<file path="src/rtl/dbm_pkg.sv">
// Package: shared constants and types for the dual-channel DMA register bank.
// Assumes exactly two channels; the address map is laid out for that count.
package dbm_pkg;
    localparam int NCH    = 2;
    localparam int BYTE_W = 8;
    localparam int WORD_W = 32;
    localparam int BE_W   = WORD_W / BYTE_W;
    localparam int SW_W   = 6;

    // Status bit positions
    localparam int ST_ACT   = 0;
    localparam int ST_ERR   = 1;
    localparam int ST_IRQ   = 2;
    localparam int ST_CAP_L = 5;
    localparam int ST_CAP_H = 6;

    // Byte lanes within a channel word
    localparam int LANE_CMD = 0;
    localparam int LANE_SW  = 1;
    localparam int LANE_ST  = 2;

    // Read-source selector produced by the decoder
    typedef enum logic [2:0] {
        RS_NONE,
        RS_CHAN,
        RS_DTAB,
        RS_PACK0,
        RS_PACK1
    } rsel_e;

    // Per-channel write enables produced by the decoder
    typedef struct packed {
        logic            cmd_we;
        logic            sw_we;
        logic            st_we;
        logic [BE_W-1:0] dt_be;
    } chwr_t;
endpackage

</file>
<file path="src/rtl/dbm_addr_decode.sv">
// Module: address decoder for the register bank.
// Turns a word address, write enable and byte enables into per-channel
// register write enables and a read-source selector. Assumes ADDR_W > 5,
// so that the decoded window (word offsets 0..7) is a strict subset.
module dbm_addr_decode
    import dbm_pkg::*;
#(
    parameter int ADDR_W = 9
) (
    input  logic [ADDR_W-1:2]  waddr,
    input  logic               we,
    input  logic [BE_W-1:0]    be,
    output chwr_t [NCH-1:0]    wr,
    output rsel_e              rsel,
    output logic               rch
);
    localparam int WIN_LSB = 5;

    logic       in_win;
    logic [2:0] lw;

    assign lw     = waddr[WIN_LSB-1:2];
    assign in_win = (waddr[ADDR_W-1:WIN_LSB] == '0);
    assign rch    = lw[1];

    // Pick the read source for the addressed word
    always_comb begin
        rsel = RS_NONE;
        if (in_win) begin
            case (lw)
                3'd0, 3'd2: rsel = RS_CHAN;
                3'd1, 3'd3: rsel = RS_DTAB;
                3'd4:       rsel = RS_PACK0;
                3'd6:       rsel = RS_PACK1;
                default:    rsel = RS_NONE;
            endcase
        end
    end

    // Per-channel write enables; bit 1 of the word offset selects the channel
    for (genvar ch = 0; ch < NCH; ch++) begin : g_wr
        logic hit_ch;
        logic std_hit;
        logic dt_hit;

        assign hit_ch  = in_win && we && (lw[1] == 1'(ch));
        assign std_hit = !lw[0];
        assign dt_hit  = lw[0] && !lw[2];

        assign wr[ch].cmd_we = hit_ch && std_hit && be[LANE_CMD];
        assign wr[ch].sw_we  = hit_ch && std_hit && be[LANE_SW];
        assign wr[ch].st_we  = hit_ch && std_hit && be[LANE_ST];
        assign wr[ch].dt_be  = (hit_ch && dt_hit) ? be : '0;
    end
endmodule

</file>
<file path="src/rtl/dbm_chan_regs.sv">
// Module: register set of one DMA channel.
// Holds command, scratch, status and descriptor pointer, and emits a
// registered one-cycle command strobe. Engine set pulses win over host
// write-one-to-clear; status bit 0 is never touched by host writes.
module dbm_chan_regs
    import dbm_pkg::*;
(
    input  logic              clk,
    input  logic              rst_n,
    input  chwr_t             wr,
    input  logic [WORD_W-1:0] wdata,
    input  logic              act_set,
    input  logic              act_clr,
    input  logic              err_set,
    input  logic              irq_set,
    output logic [BYTE_W-1:0] cmd_q,
    output logic [SW_W-1:0]   sw_q,
    output logic [BYTE_W-1:0] st_q,
    output logic [WORD_W-1:0] dt_q,
    output logic              stb_q,
    output logic [BYTE_W-1:0] stb_val
);
    localparam int ST_LSB = LANE_ST * BYTE_W;
    localparam int SW_LSB = LANE_SW * BYTE_W;

    logic       act_q;
    logic       err_q;
    logic       irq_q;
    logic [1:0] cap_q;

    // Command byte storage
    always_ff @(posedge clk) begin
        if (!rst_n)         cmd_q <= '0;
        else if (wr.cmd_we) cmd_q <= wdata[BYTE_W-1:0];
    end

    // Scratch byte storage, upper lane bits discarded
    always_ff @(posedge clk) begin
        if (!rst_n)        sw_q <= '0;
        else if (wr.sw_we) sw_q <= wdata[SW_LSB +: SW_W];
    end

    // Active bit: engine-owned, set has priority over clear
    always_ff @(posedge clk) begin
        if (!rst_n)       act_q <= 1'b0;
        else if (act_set) act_q <= 1'b1;
        else if (act_clr) act_q <= 1'b0;
    end

    // Error and interrupt bits: engine set wins over host write-one-to-clear
    always_ff @(posedge clk) begin
        if (!rst_n) begin
            err_q <= 1'b0;
            irq_q <= 1'b0;
        end else begin
            err_q <= err_set | (err_q & ~(wr.st_we & wdata[ST_LSB + ST_ERR]));
            irq_q <= irq_set | (irq_q & ~(wr.st_we & wdata[ST_LSB + ST_IRQ]));
        end
    end

    // Capability bits: plain read/write storage
    always_ff @(posedge clk) begin
        if (!rst_n)        cap_q <= '0;
        else if (wr.st_we) cap_q <= wdata[ST_LSB + ST_CAP_H : ST_LSB + ST_CAP_L];
    end

    // Descriptor pointer, one byte lane per enable
    for (genvar b = 0; b < BE_W; b++) begin : g_dt
        always_ff @(posedge clk) begin
            if (!rst_n)          dt_q[b*BYTE_W +: BYTE_W] <= '0;
            else if (wr.dt_be[b]) dt_q[b*BYTE_W +: BYTE_W] <= wdata[b*BYTE_W +: BYTE_W];
        end
    end

    // One-cycle command strobe toward the DMA engine
    always_ff @(posedge clk) begin
        if (!rst_n) begin
            stb_q   <= 1'b0;
            stb_val <= '0;
        end else begin
            stb_q   <= wr.cmd_we;
            stb_val <= wr.cmd_we ? wdata[BYTE_W-1:0] : '0;
        end
    end

    assign st_q = {1'b0, cap_q, 2'b00, irq_q, err_q, act_q};
endmodule

</file>
<file path="src/rtl/dbm_read_mux.sv">
// Module: read-data multiplexer for the register bank.
// Builds the per-channel words, the pointer words and the two packed
// views purely combinationally from the channel registers.
module dbm_read_mux
    import dbm_pkg::*;
(
    input  rsel_e                        rsel,
    input  logic                         rch,
    input  logic [NCH-1:0][BYTE_W-1:0]   cmd,
    input  logic [NCH-1:0][SW_W-1:0]     sw,
    input  logic [NCH-1:0][BYTE_W-1:0]   st,
    input  logic [NCH-1:0][WORD_W-1:0]   dt,
    input  logic [NCH-1:0]               sata,
    output logic [WORD_W-1:0]            rdata
);
    // Assemble the selected read word
    always_comb begin
        rdata = '0;
        case (rsel)
            RS_CHAN:  rdata = {8'h00, st[rch], 2'b00, sw[rch], cmd[rch]};
            RS_DTAB:  rdata = dt[rch];
            RS_PACK0: begin
                rdata     = {st[1], st[0], 8'h00, cmd[0]};
                rdata[4]  = cmd[0][4] | sata[0];
                rdata[6]  = cmd[0][6] | sata[1];
                rdata[14] = st[1][ST_IRQ];
            end
            RS_PACK1: begin
                rdata    = {8'h00, st[1], 8'h00, cmd[1]};
                rdata[4] = cmd[1][4] | sata[1];
            end
            default:  rdata = '0;
        endcase
    end
endmodule

</file>
<file path="src/rtl/dual_bmdma_regbank.sv">
// Module: top of the dual-channel bus-master DMA register bank.
// Host side: word address, byte enables, combinational read data.
// Engine side: per-channel status set/clear pulses, serial-link interrupt
// levels in, command strobes out. Synchronous active-low reset.
module dual_bmdma_regbank
    import dbm_pkg::*;
#(
    parameter int ADDR_W = 9
) (
    input  logic                  clk,
    input  logic                  rst_n,
    input  logic                  bus_we,
    input  logic [ADDR_W-1:2]     bus_addr,
    input  logic [3:0]            bus_be,
    input  logic [31:0]           bus_wdata,
    output logic [31:0]           bus_rdata,
    input  logic [1:0]            eng_act_set,
    input  logic [1:0]            eng_act_clr,
    input  logic [1:0]            eng_err_set,
    input  logic [1:0]            eng_irq_set,
    input  logic [1:0]            sata_irq,
    output logic [1:0]            cmd_stb,
    output logic [15:0]           cmd_val
);
    chwr_t [NCH-1:0]               wr;
    rsel_e                         rsel;
    logic                          rch;
    logic [NCH-1:0][BYTE_W-1:0]    cmd_q;
    logic [NCH-1:0][SW_W-1:0]      sw_q;
    logic [NCH-1:0][BYTE_W-1:0]    st_q;
    logic [NCH-1:0][WORD_W-1:0]    dt_q;
    logic [NCH*BYTE_W-1:0]         st_flat;

    dbm_addr_decode #(.ADDR_W(ADDR_W)) u_dec (
        .waddr (bus_addr),
        .we    (bus_we),
        .be    (bus_be),
        .wr    (wr),
        .rsel  (rsel),
        .rch   (rch)
    );

    for (genvar ch = 0; ch < NCH; ch++) begin : g_ch
        dbm_chan_regs u_regs (
            .clk     (clk),
            .rst_n   (rst_n),
            .wr      (wr[ch]),
            .wdata   (bus_wdata),
            .act_set (eng_act_set[ch]),
            .act_clr (eng_act_clr[ch]),
            .err_set (eng_err_set[ch]),
            .irq_set (eng_irq_set[ch]),
            .cmd_q   (cmd_q[ch]),
            .sw_q    (sw_q[ch]),
            .st_q    (st_q[ch]),
            .dt_q    (dt_q[ch]),
            .stb_q   (cmd_stb[ch]),
            .stb_val (cmd_val[ch*BYTE_W +: BYTE_W])
        );
        assign st_flat[ch*BYTE_W +: BYTE_W] = st_q[ch];
    end

    dbm_read_mux u_mux (
        .rsel  (rsel),
        .rch   (rch),
        .cmd   (cmd_q),
        .sw    (sw_q),
        .st    (st_q),
        .dt    (dt_q),
        .sata  (sata_irq),
        .rdata (bus_rdata)
    );
endmodule

</file>
<file path="config.mk">
export PLATFORM = sky130hd
export DESIGN_NAME = dual_bmdma_regbank
export DESIGN_NICKNAME = d
export VERILOG_FILES = /design/src/rtl/dbm_pkg.sv /design/src/rtl/dbm_addr_decode.sv /design/src/rtl/dbm_chan_regs.sv /design/src/rtl/dbm_read_mux.sv /design/src/rtl/dual_bmdma_regbank.sv
export SDC_FILE = /design/constraint.sdc
export NUM_CORES = 1
export LEC_CHECK = 0
export CAP_MARGIN = 20
export CORE_MARGIN = 2
export CORE_UTILIZATION = 35
export CTS_BUF_LIST = sky130_fd_sc_hd__clkbuf_2
export DETAILED_ROUTE_END_ITERATION = 12
export GPL_ROUTABILITY_DRIVEN = 0
export PLACE_DENSITY_LB_ADDON = 0.25
export SYNTH_ARGS = -nofsm -noshare
export SYNTH_HDL_FRONTEND = slang
export SYNTH_SLANG_ARGS = --single-unit
</file>
<file path="constraint.sdc">
create_clock -name clk -period 2.2 [get_ports clk]
set_input_delay 0.44 -clock clk [delete_from_list [all_inputs] [get_ports clk]]
set_output_delay 0.44 -clock clk [all_outputs]
set_load 0.01 [all_outputs]
</file>
Word-level counts from Yosys, hierarchy flattened
Cells that the tools add are included.

word-level totals
  register bits after elaboration = 120
  bits of input ports = 56
  output and inout port bits = 50
  word-level logic and storage cells = 95

operators by class
  order comparisons = 1
  eq/ne operators = 9
  mux-type cells = 17
  bitwise logic cells = 20
  reductions and logical operators = 24

operator list
  operator                                                              count
  32-bit one-hot mux with 4 select lines                                1
  32-bit 2-to-1 mux                                                     2
  8-bit 2-to-1 mux                                                      3
  1-bit logical AND                                                     14
  3-bit by 2-bit == test with 1-bit output, second input constant       4
  6-bit 2-to-1 mux                                                      2
  3-bit one-hot mux with 4 select lines                                 1
  3-bit == test, second input constant                                  3
  1-bit bitwise AND                                                     8
  4-bit 2-to-1 mux                                                      2
  7-bit 2-to-1 mux                                                      1
  1-bit bitwise OR                                                      7
  3-bit by 1-bit == test with 1-bit output, second input constant       2
  1-bit inverter                                                        5
  4-bit logical NOT                                                     1
  1-bit 2-to-1 mux                                                      4
  2-bit AND reduction                                                   2
  2-bit nonzero test                                                    2
  2-bit OR reduction                                                    2
  3-bit logical NOT                                                     1
  3-bit 2-to-1 mux                                                      1
  1-bit logical NOT                                                     2
  1-bit by 2-bit < comparator with 1-bit output, second input constant  1

Logic depth before layout (Yosys ltp)
  word-level depth = 9
  mapped depth = 6
  mapped depth without buffers = 3

By module
From an unflattened synthesis, not the netlist that was laid out.

second synthesis, totals
  cells, all modules = 544
  area, all modules = 5627.9 sq um

by module, submodules not included
  module           times used  cells an instance  area an instance (sq um)  seq. area each (sq um)
  dbm_chan_regs    2           193                2234.6                    1201.2
  dbm_read_mux     1           123                943.4                     0.0
  dbm_addr_decode  1           35                 215.2                     0.0

Least setup slack after synthesis
Ideal clock, no wire load.

  path kind = input port to output port
  start point = input bus_addr[6] in the netlist's numbering
  end point = output bus_rdata[25]
  arrival = 1903 ps
  required time = 1760 ps
  path slack = -143 ps
  stages on the path = 5
  path buffers = 2
  cell sequence = or4_4 > buf_6 > or2_2 > clkbuf_1 > o21ai_0

on the way
  word-level cells in the longest chain between the ends = 4
  elaborated cells between the ends (all ways) = 7
  classes of those cells = 4 x eq/ne; 2 x mux; 1 x reduce/logical

ends and longest elaborated chain
  what                                         RTL line                  source
  start, declared                              dual_bmdma_regbank.sv:13  input logic [ADDR_W-1:2] bus_addr,
  4-bit logical NOT (*)                        dbm_addr_decode.sv:23     assign in_win = (waddr[ADDR_W-1:WIN_LSB] == '0);
  3-bit 2-to-1 mux (*)                         dbm_addr_decode.sv:29     if (in_win) begin
  3-bit == test, or another cell as far along  dbm_read_mux.sv:19        case (rsel)
  32-bit one-hot mux with 4 select lines (*)   dbm_read_mux.sv:19
  end, declared                                dual_bmdma_regbank.sv:16  output logic [31:0] bus_rdata,

Every way passes the cells marked *; elsewhere a longest branch is shown, timed or not.

Final worst setup path
  start point = input bus_addr[5] in the netlist's numbering
  end point = output bus_rdata[26]

The elaborated chain is that of the path after synthesis.

==> impl_metrics.py <==
metrics = {
    "routing": {
        "vias_per_cell": 4.99,
        "via_count": 4480,
        "wl_um": 14300,
        "antenna_left": 0,
        "drt_iter0_markers": 222,
        "dr.pass1.iters": 4,
        "routedWlPerCell_um": 15.9,
        "drc": 0,
    },
    "yosys": {
        "synth_area_sq_mm": 0.00523,
        "synth_cells": 541,
        "ys_types": 38,
        "syn-num-nets": 597,
        "syn_avg_cell_area_sq_um": 9.66,
        "ys_ff_latch": 120,
        "synth.yosys.warnings": 0,
        "synth.yosys.seq_area_share_pct": 46.0,
    },
    "pwr": {
        "ir_drop_mv": 0.297,
        "p_switching_mw": 1.01,
        "swShare_pct": 26.0,
        "powerDensity_mw_per_mm2": 520,
        "leakage_nw": 3.25,
        "power_frac_seq_pct": 56.6,
        "power_frac_comb_pct": 9.6,
        "p_clk_share_pct": 33.8,
        "internal_power_mw": 2.87,
    },
    "clocking": {
        "clock_sinks": 120,
        "cts_buffers": 17,
        "h-tree-depth": 4,
        "cts_max_path_buffers": 2,
        "clkLatencyLatePin_ps": 670,
        "path_clk_slew_ps": 170,
        "root_buffer": "clkbuf_2",
        "hold_buffers": 0,
        "cts_tree": "done",
    },
    "min_path": {
        "worstHoldStart": "rst_n",
        "hold_end": "g_ch[0].u_regs.cmd_q[4]",
        "hp-class": "primary input to flip-flop",
        "min_path_cells": 3,
    },
    "worst_setup_path": {
        "cp-end-kind": "primary output",
        "timing.reg2reg.setup_slack_ps": 1430,
        "crit_required_ps": 1760,
        "path_class": "primary input to primary output",
        "cp-start-kind": "primary input",
        "arrival_ps": 1990,
        "worstPathMaxFanout": 6,
        "r2r_start": "g_ch[1].u_regs.act_q",
        "ff2ff_path_depth": 2,
        "r2r-end": "g_ch[1].u_regs.act_q",
    },
    "grt": {
        "globalRouteOverflowTotal": 0,
        "antenna_found_initial": 1,
        "grt_pass1_wl_um": 22900,
        "grt_use_total_pct": 18.2,
        "grt_start_max_net_pins": 46,
        "grt_pass1_vias": 4600,
    },
    "finish": {
        "post-route-util_pct": 51.3,
        "syn2layout_area_growth_pct": 42.8,
        "drive_gt1_share_pct": 26.1,
        "multi_input_area_sq_mm": 0.00285,
        "nets": 757,
        "seqCellArea_sq_mm": 0.00240,
        "nFillCells": 1372,
    },
    "job": {
        "maxCapViolCount": 0,
    },
    "timing": {
        "skew_ps": 0,
        "min_period_over_period_pct": 110,
        "setup_ws_ps": -228,
        "rsz0062_at_grt": "yes",
        "slew_headroom_pct": 68.5,
        "worstMarginPinSlew_ps": 473,
        "slew_viol_final": 0,
        "fmax_mhz": 412,
        "post-route-min-period_ps": 2430,
        "setup_viol": 32,
        "hold_violations": 0,
    },
    "run_status": {
        "status": "finished, violations left",
        "violations": "negative setup slack",
    },
    "die": {
        "rows": 44,
        "dieArea_sq_mm": 0.0159,
        "initial_core_util_pct": 36.0,
        "dieHeight_um": 126,
        "die_x_um": 126,
        "io_pins": 106,
        "coreArea_sq_mm": 0.0145,
    },
    "place": {
        "io_buffers": 105,
        "pre_cts_slack_ps": -981,
        "hpwl_um": 10000,
    },
}
-- power by group through the flow --
stage	Combinational (mW)	Sequential (mW)	Clock [mW]
6_report	0.373	2.19	1.31
5_1_grt	0.399	2.20	1.44
3_3_place_gp	0.329	2.24	0
2_1_floorplan	0.150	2.24	0
4_1_cts	0.355	2.19	1.35
3_5_place_dp	0.332	2.24	0
-- sequential cells by signal (all words and copies together), names as in the netlist --
name,count
g_ch.u_regs.stb_val,16
g_ch.u_regs.cmd_q,16
g_ch.u_regs.cap_q,4
g_ch.u_regs.irq_q,2
g_ch.u_regs.sw_q,12
g_ch.u_regs.stb_q,2
g_ch.u_regs.dt_q,64
g_ch.u_regs.act_q,2
g_ch.u_regs.err_q,2
-- repair_timing --
item                                    CTS  global route
setup buffers                            10             8
cloned                                    2             1
gates resized for setup                 186            31
endpoints found under the setup margin   32            32
pin swaps                                22            17
-- Yosys cell counts (all sizes together) --
cell type  instances  share of area [%]
a21o               2               0.29
a21oi              1              0.096
a221o             13                2.5
a22o               6                1.0
a31oi              4               0.48
and2              13                1.6
and4b              1               0.19
buf               13                1.6
clkbuf            26                1.9
dfxtp            120                 46
inv                4               0.29
mux2               1               0.22
mux2i            118                 23
nand2            130                9.3
nand2b             2               0.24
nand3              8                1.1
nand3b             1               0.14
nand4              5               0.60
nor2              11               0.79
nor2b              2               0.24
nor3              22                3.1
nor4               8                1.7
nor4bb             1               0.19
o21a               2               0.29
o21ai             10               0.96
o21bai             4               0.57
o2bb2ai           11                1.8
or2                1               0.12
or4                1               0.22
-- cells in the final DEF, fill, tap and decap left out, drive strengths merged, types with 4 or more instances in the layout --
cell type	netlist	layout
mux2i	118	118
clkbuf	26	20
o21ai	10	10
nand3	8	8
and2	13	13
buf	13	111
o21bai	4	4
dfxtp	120	120
nor2	11	11
a221o	13	13
a22o	6	6
nor4	8	8
clkinv	0	8
inv	4	4
o2bb2ai	11	11
nand2	130	130
nand4	5	5
nor3	22	22
a31oi	4	4
clkdlybuf4s50	0	66
-- cell families (layout without fill, tap and decap cells) --
family	count (synthesis)	in the layout	share of synthesized area (%)
compound gates	53	53	8.02
buf+inv	43	215	3.78
flops	120	120	46.0
mux	119	119	22.8
other cells	0	1	0
simple gates	206	206	19.4
-- worst max path at each step --
| stage | slack, ps | cells after the start | from | endpoint |
|---|---|---|---|---|
| 2_1_floorplan | -10 | 5 | bus_addr[6] | bus_rdata[26] |
| 3_3_place_gp | -990 | 5 | bus_addr[6] | bus_rdata[29] |
| 3_5_place_dp | -980 | 5 | bus_addr[6] | bus_rdata[29] |
| 4_1_cts | -250 | 8 | bus_addr[7] | bus_rdata[21] |
| 5_1_grt | -280 | 7 | bus_addr[5] | bus_rdata[30] |
| 6_report | -230 | 7 | bus_addr[5] | bus_rdata[26] |
-- cell type report --
cell class,count,area share (%)
diodes,1,0.0335
clock buffers,19,1.27
clock inverters,12,1.48
inverters,4,0.201
multi-input cells,378,38.2
flip-flops and latches,120,32.2
well taps,184,3.09
repair buffers,180,23.6
-- metrics by stage --
stage / cells / setup TNS [ps] / cell area [sq um] / power, mW / hold slack [ps]
2_1_floorplan: 541 / -28.4 / 5280 / 2.39 / 432
3_3_place_gp: 846 / -37920 / 6890 / 2.57 / 441
3_5_place_dp: 846 / -40540 / 6890 / 2.57 / 447
4_1_cts: 889 / -5760 / 7310 / 3.90 / 54.4
5_1_grt: 898 / -6390 / 7460 / 4.04 / 76.3
6_report: 898 / -4910 / 7460 / 3.88 / 123
-- worst max-delay path: stages --
cell and delay, ps:
buf_6 90, or4_4 590, buf_6 150, or2_4 300
buf_12 170, o21ai_2 100, buf_2 140
-- routing by layer --
| layer | up-vias | part of all wire [%] | track usage, % |
|---|---|---|---|
| met5 | - | 0 | 0 |
| met2 | 109 | 49 | 31.3 |
| met3 | 24 | 4.8 | 4.67 |
| met1 | 2122 | 44 | 21.7 |
| met4 | 0 | 2.2 | 7.24 |
| li1 | 2225 | - | - |
No activity file was read; power rests on OpenSTA's default activity.
